## src/rtl/pe_pkg.sv

```systemverilog
package pe_pkg;

  localparam int NUM_SETS = 3;

  // detector identities, in evaluation order
  typedef enum logic [1:0] {
    DET_RIGHT = 2'd0,
    DET_ACUTE = 2'd1,
    DET_CURVE = 2'd2
  } det_id_t;

  typedef enum logic [3:0] {
    ST_IDLE   = 4'd0,
    ST_LOAD0  = 4'd1,
    ST_EVAL0  = 4'd2,
    ST_LATCH0 = 4'd3,
    ST_LOAD1  = 4'd4,
    ST_EVAL1  = 4'd5,
    ST_LATCH1 = 4'd6,
    ST_LOAD2  = 4'd7,
    ST_EVAL2  = 4'd8,
    ST_LATCH2 = 4'd9,
    ST_DONE   = 4'd10
  } ctrl_st_t;

endpackage

```

## src/rtl/pe_rst_sync.sv

```systemverilog
module pe_rst_sync (
  input  logic clk,
  input  logic rst_n,
  output logic rst_sync_n
);
  logic meta_q;
  logic hold_q;

  always_ff @(posedge clk or negedge rst_n) begin
    if (!rst_n) begin
      meta_q <= 1'b0;
      hold_q <= 1'b0;
    end else begin
      meta_q <= 1'b1;
      hold_q <= meta_q;
    end
  end

  assign rst_sync_n = hold_q;
endmodule

```

## src/rtl/pe_wbank.sv

```systemverilog
// Reloadable weight registers plus the loader that streams one set in.
module pe_wbank #(
  parameter int N_PIX    = 16,
  parameter int N_NEURON = 2,
  parameter int W_W      = 8,
  parameter int N_SETS   = 3
) (
  input  logic                  clk,
  input  logic                  rst_n,
  input  logic                  go_i,
  input  logic [1:0]            set_i,
  output logic [$clog2(N_SETS*N_NEURON*(N_PIX+1))-1:0] mem_addr_o,
  input  logic signed [W_W-1:0] mem_data_i,
  output logic                  done_o,
  output logic signed [W_W-1:0] wgt_o [N_NEURON][N_PIX+1]
);
  localparam int WPS = N_NEURON * (N_PIX + 1);
  localparam int WA  = $clog2(N_SETS * WPS);
  localparam int CW  = $clog2(WPS);
  localparam int NW  = (N_NEURON > 1) ? $clog2(N_NEURON) : 1;
  localparam int PW  = $clog2(N_PIX + 1);

  logic          active_q;
  logic [CW-1:0] cnt_q;
  logic [WA-1:0] base_q;
  logic [NW-1:0] n_q;
  logic [PW-1:0] p_q;
  logic          vld_q;
  logic          last_q;
  logic [NW-1:0] wn_q;
  logic [PW-1:0] wp_q;
  logic          done_q;
  logic          last_issue;

  assign last_issue = active_q && (cnt_q == CW'(WPS - 1));

  // issue side: one address per cycle
  always_ff @(posedge clk or negedge rst_n) begin
    if (!rst_n) begin
      active_q <= 1'b0;
      cnt_q    <= '0;
      base_q   <= '0;
      n_q      <= '0;
      p_q      <= '0;
    end else if (go_i) begin
      active_q <= 1'b1;
      cnt_q    <= '0;
      base_q   <= WA'(set_i) * WA'(WPS);
      n_q      <= '0;
      p_q      <= '0;
    end else if (active_q) begin
      cnt_q <= cnt_q + 1'b1;
      if (p_q == PW'(N_PIX)) begin
        p_q <= '0;
        n_q <= n_q + 1'b1;
      end else begin
        p_q <= p_q + 1'b1;
      end
      if (last_issue) active_q <= 1'b0;
    end
  end

  // return side: data arrives one cycle after its address
  always_ff @(posedge clk or negedge rst_n) begin
    if (!rst_n) begin
      vld_q  <= 1'b0;
      last_q <= 1'b0;
      wn_q   <= '0;
      wp_q   <= '0;
      done_q <= 1'b0;
    end else begin
      vld_q  <= active_q;
      last_q <= last_issue;
      wn_q   <= n_q;
      wp_q   <= p_q;
      done_q <= vld_q && last_q;
    end
  end

  assign mem_addr_o = base_q + WA'(cnt_q);
  assign done_o     = done_q;

  for (genvar n = 0; n < N_NEURON; n++) begin : g_neu
    for (genvar p = 0; p <= N_PIX; p++) begin : g_px
      logic signed [W_W-1:0] w_q;
      logic                  wr_en;
      assign wr_en = vld_q && (wn_q == NW'(n)) && (wp_q == PW'(p));
      always_ff @(posedge clk or negedge rst_n) begin
        if (!rst_n)     w_q <= '0;
        else if (wr_en) w_q <= mem_data_i;
      end
      assign wgt_o[n][p] = w_q;
    end
  end
endmodule

```

## src/rtl/pe_layer.sv

```systemverilog
// Self-sequencing single perceptron layer over one-bit pixels.
module pe_layer #(
  parameter int N_PIX    = 16,
  parameter int N_NEURON = 2,
  parameter int W_W      = 8
) (
  input  logic                      clk,
  input  logic                      rst_n,
  input  logic                      go_i,
  input  logic signed [W_W-1:0]     wgt_i [N_NEURON][N_PIX+1],
  output logic [$clog2(N_PIX)-1:0]  pix_addr_o,
  input  logic                      pix_bit_i,
  output logic                      done_o,
  output logic [N_NEURON-1:0]       fire_o
);
  localparam int PA  = $clog2(N_PIX);
  localparam int ACW = W_W + $clog2(N_PIX + 1) + 1;

  logic          active_q;
  logic [PA-1:0] cnt_q;
  logic          vld_q;
  logic [PA-1:0] pidx_q;
  logic          done_q;
  logic          fin;

  assign fin = vld_q && (pidx_q == PA'(N_PIX - 1));

  always_ff @(posedge clk or negedge rst_n) begin
    if (!rst_n) begin
      active_q <= 1'b0;
      cnt_q    <= '0;
    end else if (go_i) begin
      active_q <= 1'b1;
      cnt_q    <= '0;
    end else if (active_q) begin
      cnt_q <= cnt_q + 1'b1;
      if (cnt_q == PA'(N_PIX - 1)) active_q <= 1'b0;
    end
  end

  always_ff @(posedge clk or negedge rst_n) begin
    if (!rst_n) begin
      vld_q  <= 1'b0;
      pidx_q <= '0;
      done_q <= 1'b0;
    end else begin
      vld_q  <= active_q;
      pidx_q <= cnt_q;
      done_q <= fin;
    end
  end

  assign pix_addr_o = cnt_q;
  assign done_o     = done_q;

  for (genvar n = 0; n < N_NEURON; n++) begin : g_neu
    logic signed [ACW-1:0] acc_q;
    logic signed [ACW-1:0] w_ext;
    logic signed [ACW-1:0] b_ext;
    logic signed [ACW-1:0] add_w;
    logic signed [ACW-1:0] tot_w;
    logic                  fire_q;

    assign w_ext = {{(ACW-W_W){wgt_i[n][pidx_q][W_W-1]}}, wgt_i[n][pidx_q]};
    assign b_ext = {{(ACW-W_W){wgt_i[n][N_PIX][W_W-1]}}, wgt_i[n][N_PIX]};
    assign add_w = pix_bit_i ? (acc_q + w_ext) : acc_q;
    assign tot_w = add_w + b_ext;

    always_ff @(posedge clk or negedge rst_n) begin
      if (!rst_n) begin
        acc_q  <= '0;
        fire_q <= 1'b0;
      end else begin
        if (go_i)       acc_q <= '0;
        else if (vld_q) acc_q <= add_w;
        if (fin)        fire_q <= !tot_w[ACW-1] && (tot_w != '0);
      end
    end

    assign fire_o[n] = fire_q;
  end
endmodule

```

## src/rtl/pe_decide.sv

```systemverilog
// Flag-to-indicator mapping with fixed priority.
module pe_decide (
  input  logic [2:0] flag_i,
  output logic       round_o,
  output logic       square_o,
  output logic       tri_o
);
  always_comb begin
    tri_o    = flag_i[pe_pkg::DET_ACUTE];
    square_o = flag_i[pe_pkg::DET_RIGHT] && !flag_i[pe_pkg::DET_ACUTE];
    round_o  = flag_i[pe_pkg::DET_CURVE] && !flag_i[pe_pkg::DET_ACUTE]
               && !flag_i[pe_pkg::DET_RIGHT];
  end
endmodule

```

## src/rtl/pe_engine.sv

```systemverilog
module pe_engine
  import pe_pkg::*;
#(
  parameter int N_PIX    = 16,
  parameter int N_NEURON = 2,
  parameter int W_W      = 8
) (
  input  logic                  clk,
  input  logic                  rst_n,
  input  logic                  start_i,
  output logic                  busy_o,
  output logic                  done_o,
  output logic [$clog2(N_PIX)-1:0] pix_addr_o,
  input  logic                  pix_bit_i,
  output logic [$clog2(NUM_SETS*N_NEURON*(N_PIX+1))-1:0] wmem_addr_o,
  input  logic signed [W_W-1:0] wmem_data_i,
  output logic                  led_round_o,
  output logic                  led_square_o,
  output logic                  led_tri_o
);
  logic                  rst_q_n;
  ctrl_st_t              state_q, state_d;
  logic                  load_go, eval_go;
  det_id_t               go_set;
  logic                  ld_done, ev_done;
  logic [N_NEURON-1:0]   fire;
  logic signed [W_W-1:0] wgt [N_NEURON][N_PIX+1];
  logic [NUM_SETS-1:0]   flag_q, flag_d;
  logic                  flag_en;
  logic                  dec_round, dec_square, dec_tri;
  logic [2:0]            led_q, led_d;
  logic                  led_en;
  logic                  done_q;

  pe_rst_sync u_rst (
    .clk        (clk),
    .rst_n      (rst_n),
    .rst_sync_n (rst_q_n)
  );

  pe_wbank #(
    .N_PIX(N_PIX), .N_NEURON(N_NEURON), .W_W(W_W), .N_SETS(NUM_SETS)
  ) u_wbank (
    .clk        (clk),
    .rst_n      (rst_q_n),
    .go_i       (load_go),
    .set_i      (go_set),
    .mem_addr_o (wmem_addr_o),
    .mem_data_i (wmem_data_i),
    .done_o     (ld_done),
    .wgt_o      (wgt)
  );

  pe_layer #(
    .N_PIX(N_PIX), .N_NEURON(N_NEURON), .W_W(W_W)
  ) u_layer (
    .clk        (clk),
    .rst_n      (rst_q_n),
    .go_i       (eval_go),
    .wgt_i      (wgt),
    .pix_addr_o (pix_addr_o),
    .pix_bit_i  (pix_bit_i),
    .done_o     (ev_done),
    .fire_o     (fire)
  );

  pe_decide u_dec (
    .flag_i   (flag_q),
    .round_o  (dec_round),
    .square_o (dec_square),
    .tri_o    (dec_tri)
  );

  // controller next state
  always_comb begin
    state_d = state_q;
    load_go = 1'b0;
    eval_go = 1'b0;
    go_set  = DET_RIGHT;
    flag_en = 1'b0;
    flag_d  = flag_q;
    unique case (state_q)
      ST_IDLE: if (start_i) begin
        state_d = ST_LOAD0; load_go = 1'b1; go_set = DET_RIGHT;
      end
      ST_LOAD0:  if (ld_done) begin state_d = ST_EVAL0; eval_go = 1'b1; end
      ST_EVAL0:  if (ev_done) state_d = ST_LATCH0;
      ST_LATCH0: begin
        flag_en = 1'b1; flag_d[DET_RIGHT] = |fire;
        state_d = ST_LOAD1; load_go = 1'b1; go_set = DET_ACUTE;
      end
      ST_LOAD1:  if (ld_done) begin state_d = ST_EVAL1; eval_go = 1'b1; end
      ST_EVAL1:  if (ev_done) state_d = ST_LATCH1;
      ST_LATCH1: begin
        flag_en = 1'b1; flag_d[DET_ACUTE] = |fire;
        state_d = ST_LOAD2; load_go = 1'b1; go_set = DET_CURVE;
      end
      ST_LOAD2:  if (ld_done) begin state_d = ST_EVAL2; eval_go = 1'b1; end
      ST_EVAL2:  if (ev_done) state_d = ST_LATCH2;
      ST_LATCH2: begin
        flag_en = 1'b1; flag_d[DET_CURVE] = |fire;
        state_d = ST_DONE;
      end
      ST_DONE:   state_d = ST_IDLE;
      default:   state_d = ST_IDLE;
    endcase
  end

  assign led_en = (state_q == ST_DONE);
  assign led_d  = {dec_tri, dec_square, dec_round};

  // controller registers
  always_ff @(posedge clk or negedge rst_q_n) begin
    if (!rst_q_n) begin
      state_q <= ST_IDLE;
      flag_q  <= '0;
      led_q   <= '0;
      done_q  <= 1'b0;
    end else begin
      state_q <= state_d;
      if (flag_en) flag_q <= flag_d;
      if (led_en)  led_q  <= led_d;
      done_q <= led_en;
    end
  end

  assign busy_o       = (state_q != ST_IDLE);
  assign done_o       = done_q;
  assign led_round_o  = led_q[0];
  assign led_square_o = led_q[1];
  assign led_tri_o    = led_q[2];
endmodule

```

## config.mk

```make
export PLATFORM = sky130hd
export DESIGN_NAME = pe_engine
export DESIGN_NICKNAME = d
export VERILOG_FILES = /design/src/rtl/pe_pkg.sv /design/src/rtl/pe_rst_sync.sv /design/src/rtl/pe_wbank.sv /design/src/rtl/pe_layer.sv /design/src/rtl/pe_decide.sv /design/src/rtl/pe_engine.sv
export SDC_FILE = /design/constraint.sdc
export NUM_CORES = 1
export LEC_CHECK = 0
export ABC_AREA = 1
export CORE_ASPECT_RATIO = 1.75
export CORE_MARGIN = 2
export CORE_UTILIZATION = 64
export CTS_BUF_LIST = sky130_fd_sc_hd__clkbuf_4 sky130_fd_sc_hd__clkbuf_8
export CTS_CLUSTER_DIAMETER = 150
export CTS_CLUSTER_SIZE = 8
export DETAILED_ROUTE_END_ITERATION = 7
export DONT_BUFFER_PORTS = 1
export HOLD_SLACK_MARGIN = 0.1
export PLACE_DENSITY = 0.8
export SLEW_MARGIN = 20
export SYNTH_ARGS = -nofsm -noshare
export SYNTH_HDL_FRONTEND = slang
export SYNTH_SLANG_ARGS = --single-unit
```

## constraint.sdc

```tcl
create_clock -name clk -period 13.6 [get_ports clk]
set_clock_uncertainty 0.05 [all_clocks]
set_input_delay 2.04 -clock clk [delete_from_list [all_inputs] [get_ports clk]]
set_output_delay 2.04 -clock clk [all_outputs]
set_load 0.05 [all_outputs]
```

# ---- Yosys cells after proc, flatten, opt, wreduce, memory -nomap -nowiden
# Cells that the tools add are included.
dict set report word_totals {
  output_inout_bits 16
  reg_bits 354
  elab_cells 219
}
dict set report op_classes {
  n_eq_ne 37
  order_cmp 1
  bitwise 2
  muxes 42
  multipliers 1
  n_reduce_logical 66
  addsub 9
}
# operator n
set op_table {}
lappend op_table {{14-bit two-way mux} 6}
lappend op_table {{8-bit binary-select mux with 5-bit select} 2}
lappend op_table {{14-bit by 8-bit adder with 14-bit output} 4}
lappend op_table {{1-bit logical AND} 44}
lappend op_table {{5-bit by 4-bit == test with 1-bit output (second input constant)} 8}
lappend op_table {{4-bit one-hot mux with 10 select lines} 1}
lappend op_table {{4-bit two-way mux} 9}
lappend op_table {{8-bit two-way mux} 4}
lappend op_table {{14-bit nonzero test} 2}
lappend op_table {{4-bit == test (second input constant)} 5}
lappend op_table {{5-bit by 3-bit == test with 1-bit output (second input constant)} 4}
lappend op_table {{4-bit by 3-bit == test with 1-bit output (second input constant)} 4}
lappend op_table {{5-bit two-way mux} 3}
lappend op_table {{1-bit two-way mux} 13}
lappend op_table {{6-bit two-way mux} 2}
lappend op_table {{2-bit by 1-bit != test with 1-bit output (second input constant)} 6}
lappend op_table {{5-bit by 2-bit == test with 1-bit output (second input constant)} 2}
lappend op_table {{5-bit == test (second input constant)} 2}
lappend op_table {{4-bit by 2-bit == test with 1-bit output (second input constant)} 2}
lappend op_table {{2-bit AND reduction} 4}
lappend op_table {{2-bit nonzero test} 4}
lappend op_table {{7-bit by 6-bit adder with 7-bit output} 1}
lappend op_table {{7-bit AND reduction} 1}
lappend op_table {{6-bit by 1-bit adder with 6-bit output (second input constant)} 1}
lappend op_table {{19 further kinds} 24}

# ---- Longest topological paths before layout
dict set report depth {
  ltp_word 9
  depth_mapped 33
  mapped_depth_nobuf 30
}

# ---- Cells and area by module
# From an unflattened synthesis, not the netlist that was laid out.
dict set report hier_totals {
  hier_cells 2395
  hier_area_um2 18562.8
}
# mod area_per_inst_um2 cells_each n_inst seq_area_each_um2
set by_module_without_submodules {}
lappend by_module_without_submodules {pe_wbank 11198.2 1168 1 7407.1}
lappend by_module_without_submodules {pe_layer 6630.1 1132 1 1026.0}
lappend by_module_without_submodules {pe_engine 651.9 86 1 275.3}
lappend by_module_without_submodules {pe_rst_sync 53.8 3 1 50.0}
lappend by_module_without_submodules {pe_decide 28.8 6 1 0.0}

# ---- Least setup slack after synthesis
# OpenSTA, ideal clock, no wires.
dict set report synth_timing {
  path_kind {flip-flop to flip-flop}
  start {reg u_layer.pidx_q[0]}
  end {reg u_layer.g_neu[0].fire_q}
  setup_ps 116
  t_required_ps 13434
  n_path_buf 3
  path_stages_with_launch 32
  setup_slack_ps 9110
  arrival_ps 4324
  cell_sequence {dfrtp_1 inv_2 buf_6 buf_2 clkbuf_1 nor2_1 o221ai_1 o211ai_1 nand3_1 ha_1 inv_1 fa_1 o21ai_1 nand2_1 nand2_1 a21boi_1 o21ai_0 a21oi_1 xor2_1 a21boi_0 ha_1 inv_1 nor3_1 o21ai_0 nand4_1 a21oi_1 o21bai_1 inv_1 nand3_1 nand2_1 nand2_1 nand2_1}
}
dict set report synth_via {
  elab_chain_len 9
}
# item line_no
set synth_rtl {}
lappend synth_rtl {{from (decl)} pe_layer.sv:22} ;# logic [PA-1:0] pidx_q;
lappend synth_rtl {{from (signal assigned)} pe_layer.sv:48} ;# pidx_q <= cnt_q;
lappend synth_rtl {{4-bit NOT with 5-bit output (implied by the code)} pe_layer.sv:64} ;# assign w_ext = {{(ACW-W_W){wgt_i[n][pidx_q][W_W-1]}}, wgt_i[n][pidx_q]};
lappend synth_rtl {{8-bit binary-select mux with 5-bit select} pe_layer.sv:64}
lappend synth_rtl {{8-bit two-way mux (implied by the code) (2 in series)} pe_layer.sv:64}
lappend synth_rtl {{14-bit by 8-bit adder with 14-bit output} pe_layer.sv:66} ;# assign add_w = pix_bit_i ? (acc_q + w_ext) : acc_q;
lappend synth_rtl {{14-bit two-way mux} pe_layer.sv:66}
lappend synth_rtl {{14-bit by 8-bit adder with 14-bit output} pe_layer.sv:67} ;# assign tot_w = add_w + b_ext;
lappend synth_rtl {{14-bit nonzero test or 1-bit logical NOT (tied branches)} pe_layer.sv:76} ;# if (fin) fire_q <= !tot_w[ACW-1] && (tot_w != '0);
lappend synth_rtl {{1-bit logical AND} pe_layer.sv:76}
lappend synth_rtl {{to (signal assigned)} pe_layer.sv:76}
lappend synth_rtl {{to (decl)} pe_layer.sv:62} ;# logic fire_q;
# Several ways; a longest one is shown, not always the timed one. The select of a mux whose other input is x is not followed.
# A chain may end at the register's enable or synchronous reset.

# ---- Final worst setup path
# Ends and elaborated chain as after synthesis.

==> summary.txt <==
Routing
  – Initial DRC count: 1,264
  – Vias: 15,700
  – Aggregate routed wire length: 49,100 µm
  – Routed WL per cell: roughly 19 µm
  – Remaining DRCs: 0
  – Final ANT Viol Nets: 0
  – Drt first pass iters: 5
  – Vias/cell: 6.08

Critical path
  – Crit path capture type: flop
  – Critical path buffers and inverters: 5
  – Critical path's largest stage delay: 840 ps
  – CP arrival: a little under 7000 ps
  – Internal reg-to-reg setup slack: approximately 7300 ps
  – Setup crit start kind: flop
  – Crit path max-delay cell type: dfrtp_4
  – CP Class: flop to flop
  – Reg2reg end: u_layer.g_neu[0].fire_q
  – Crit-path most repeated cell: nand2_1
  – R2r worst-path depth: 26
  – Setup crit start: u_layer.pidx_q[0]
  – CP Max Fanout: 76
  – Top Family by Delay on Critical Path: buffers and inverters
  – WP data required: 14,040 ps
  – R2r startpoint: u_layer.pidx_q[0]

Global route
  – GR Util All Layers: 0.345
  – Initial antenna violation count: 0
  – First-pass GRT wire length: 79,100 µm
  – Number of global-route vias before repair: 15,700
  – Grt ovf: 0
  – Pin count of the biggest net entering global routing: 80

Logic synthesis
  – Synthesized Nets: 2,337
  – Number of synthesized flops with an enable pin: 0
  – Yosys top cell area share: 0.485
  – Most frequent cell after synthesis: nand2_1
  – Register area share after synthesis: 0.485
  – Synth cell count leaders: 583 x nand2_1, 443 x o21ai_0, 350 x dfrtp_1
  – Avg Inst Size Synth: approximately 8.0 µm²
  – Async set-or-reset flop fraction in the synthesized netlist: 1.00
  – Post-synthesis cell type count: 47
  – Leading area contributor after synthesis: dfrtp_1
  – Synth Instances: 2,260
  – Dominant cells by area after synthesis: dfrtp_1 48%, o21ai_0 12%, nand2_1 12%
  – Area of the mapped netlist: around 18,000 µm²
  – Yosys warns: 0
  – Dominant synthesized flop cell: dfrtp_1
  – Flip-flop and latch count after synthesis: 350

Final layout
  – Ant diodes: 0
  – Fin area: about 19,000 µm²
  – Share of layout cells above drive strength 1: 0.0443
  – NumNets Final: roughly 2,300
  – Synth-to-layout area growth: 4.66%
  – Finished Core Util: 0.678

Clock tree
  – Post-CTS sizing: 0
  – Number of hold buffers added after CTS: 0
  – Sink Count: 350
  – Post-CTS setup buffer count: 0
  – Root Buffer: clkbuf_8
  – Clock buffer depth: 3
  – Total CTS buffers: 49
  – H-tree lvl count: 2
  – Clk_lat worst skew: 600 ps
  – Reg clk slew, reported paths: 70 ps
  – CTS tree: yes

Placed design
  – Detailed Place HPWL: 33,200 µm
  – Routability cong.: between 0.9 and 1
  – Placed inst area: ~18,000 µm²
  – Count of input and output buffers: 0

Die
  – Chip width: 131 µm
  – Row count: 81
  – Total I/O pin count: 28
  – Core ar.: 27,900 µm²
  – Starting Density: 0.648
  – Die H: 226 µm
  – DIE AREA: approximately 30,000 µm²

Outcome
  – Status: completed

Power
  – LEAKAGE: just over 9 nW
  – Max IR drop VDD: 0.185 mV
  – Power Density: around 230 nW/µm²

Hold path
  – Hold_sp: u_rst.meta_q
  – HP Class: flop to flop
  – Hold EP: u_rst.rst_sync_n
  – Hold depth: 0

STA
  – Final worst path period need: 6350 ps
  – Crit share post-route: 0.467
  – Max-slew headroom: 0.242
  – Fmax: 158 MHz
  – Final Max Slew Viols: 0
  – Setup TNS: 0 ps
  – Final setup viols: 0
  – Worst Tran Pin Value: around 1100 ps
  – RSZ-0062 raised after global routing: false
  – Final hold vios: 0
  – WHS: 299 ps

Run
  – Total of max-cap violations: 0
[worst register-to-register path, stage by stage, from the launching register on]
cell and delay, ps:
dfrtp_4 840, clkinv_2 780, buf_4 630, o21ai_0 360, o22ai_1 100, o211ai_1 390
nand3_1 190, ha_1 360, nand2_1 70, nand3b_1 120, nand2_1 120, a21oi_1 240
o21bai_1 110, xor2_1 150, a21boi_0 260, inv_1 120, ha_1 350, inv_1 80
nor3_1 230, o21ai_0 130, nand4_1 100, xor2_1 180, nand4_1 110, nand2_1 70
inv_1 40, nand2_1 50, nand2_1 50
[cell families (layout without fill, tap and decap cells)]
logic type               after synthesis  in the layout  synth area share
AND/OR/NAND/NOR                      914            914             0.205
AO/OA/AOI/OAI                        597            597             0.180
flip-flops                           350            350             0.485
buffers and inverters                292            244            0.0634
adder cells (fa/ha/maj)               65             65            0.0471
XOR/XNOR                              41             41            0.0199
other                                  1              1          0.000208
[worst max-delay path by stage]
stage | slack, ps | depth (start not counted) | endpoint
after floorplan | 3070 | 0 | done_o
after global placement | 7610 | 26 | u_layer.g_neu[0].fire_q
after detailed placement | 7440 | 26 | u_layer.g_neu[0].fire_q
after CTS | 7420 | 26 | u_layer.g_neu[0].fire_q
after global routing | 6740 | 26 | u_layer.g_neu[0].fire_q
final | 7250 | 26 | u_layer.g_neu[0].fire_q
[through the flow]
stage	cells	power (mW)	setup WS [ps]
4_1_cts	2585	4.25	7420
3_3_place_gp	2530	3.44	7610
6_report	2585	4.26	7250
3_5_place_dp	2530	3.53	7440
2_1_floorplan	2260	3.07	3070
5_1_grt	2585	4.61	6740
[registers in the layout, indices dropped and copies added (netlist names), 2 cells and up]
signal	cells
flag_q	3
state_q	4
u_wbank.cnt_q	6
u_layer.pidx_q	4
u_layer.pix_addr_o	4
u_wbank.base_q	2
u_wbank.p_q	5
u_wbank.g_neu.g_px.w_q	272
u_layer.g_neu.fire_q	2
u_wbank.wp_q	5
led_q	3
u_layer.g_neu.acc_q	28
[power breakdown]
part / internal, mW / switching [mW]
registers: 1.49 / 0.296
clock network: 0.340 / 0.375
logic: 0.630 / 1.13
total: 2.46 / 1.80
[cells in the final DEF (no fill, tap or decap), types with 4 or more instances in the layout]
cell / Yosys / routed
nand4_1: 11 / 11
o21ai_0: 443 / 443
a21boi_0: 6 / 6
o22ai_1: 39 / 39
inv_1: 166 / 166
a31oi_1: 8 / 8
dfrtp_1: 350 / 347
nor3_1: 13 / 13
a21boi_1: 4 / 4
a22o_1: 9 / 9
nand3_1: 102 / 102
o221ai_1: 20 / 20
clkbuf_8: 0 / 51
a21oi_1: 41 / 41
nand3b_1: 5 / 5
inv_2: 6 / 5
o21bai_1: 5 / 5
nor2_1: 178 / 178
buf_4: 3 / 15
o211ai_1: 8 / 8
or2_2: 6 / 6
nor2_2: 5 / 5
ha_1: 60 / 60
xor2_1: 28 / 28
xnor2_1: 13 / 13
fa_1: 5 / 5
nand2_1: 583 / 583
[routing by layer]
layer,global-route usage,share of wire,up-vias
li1,-,-,7376
met1,0.386,0.36,7494
met2,0.596,0.51,643
met3,0.0621,0.065,198
met4,0.216,0.064,0
met5,0,0,-
[cell type report]
type	instances	area, µm²
Fill cell	2367	8970
Sequential cell	350	8770
Multi-Input combinational cell	1618	8160
Clock buffer	53	717
Inverter	173	651
Tap cell	373	467
Timing Repair Buffer	16	124
Clock inverter	2	20.0
No activity file was read; power rests on OpenSTA's default activity.
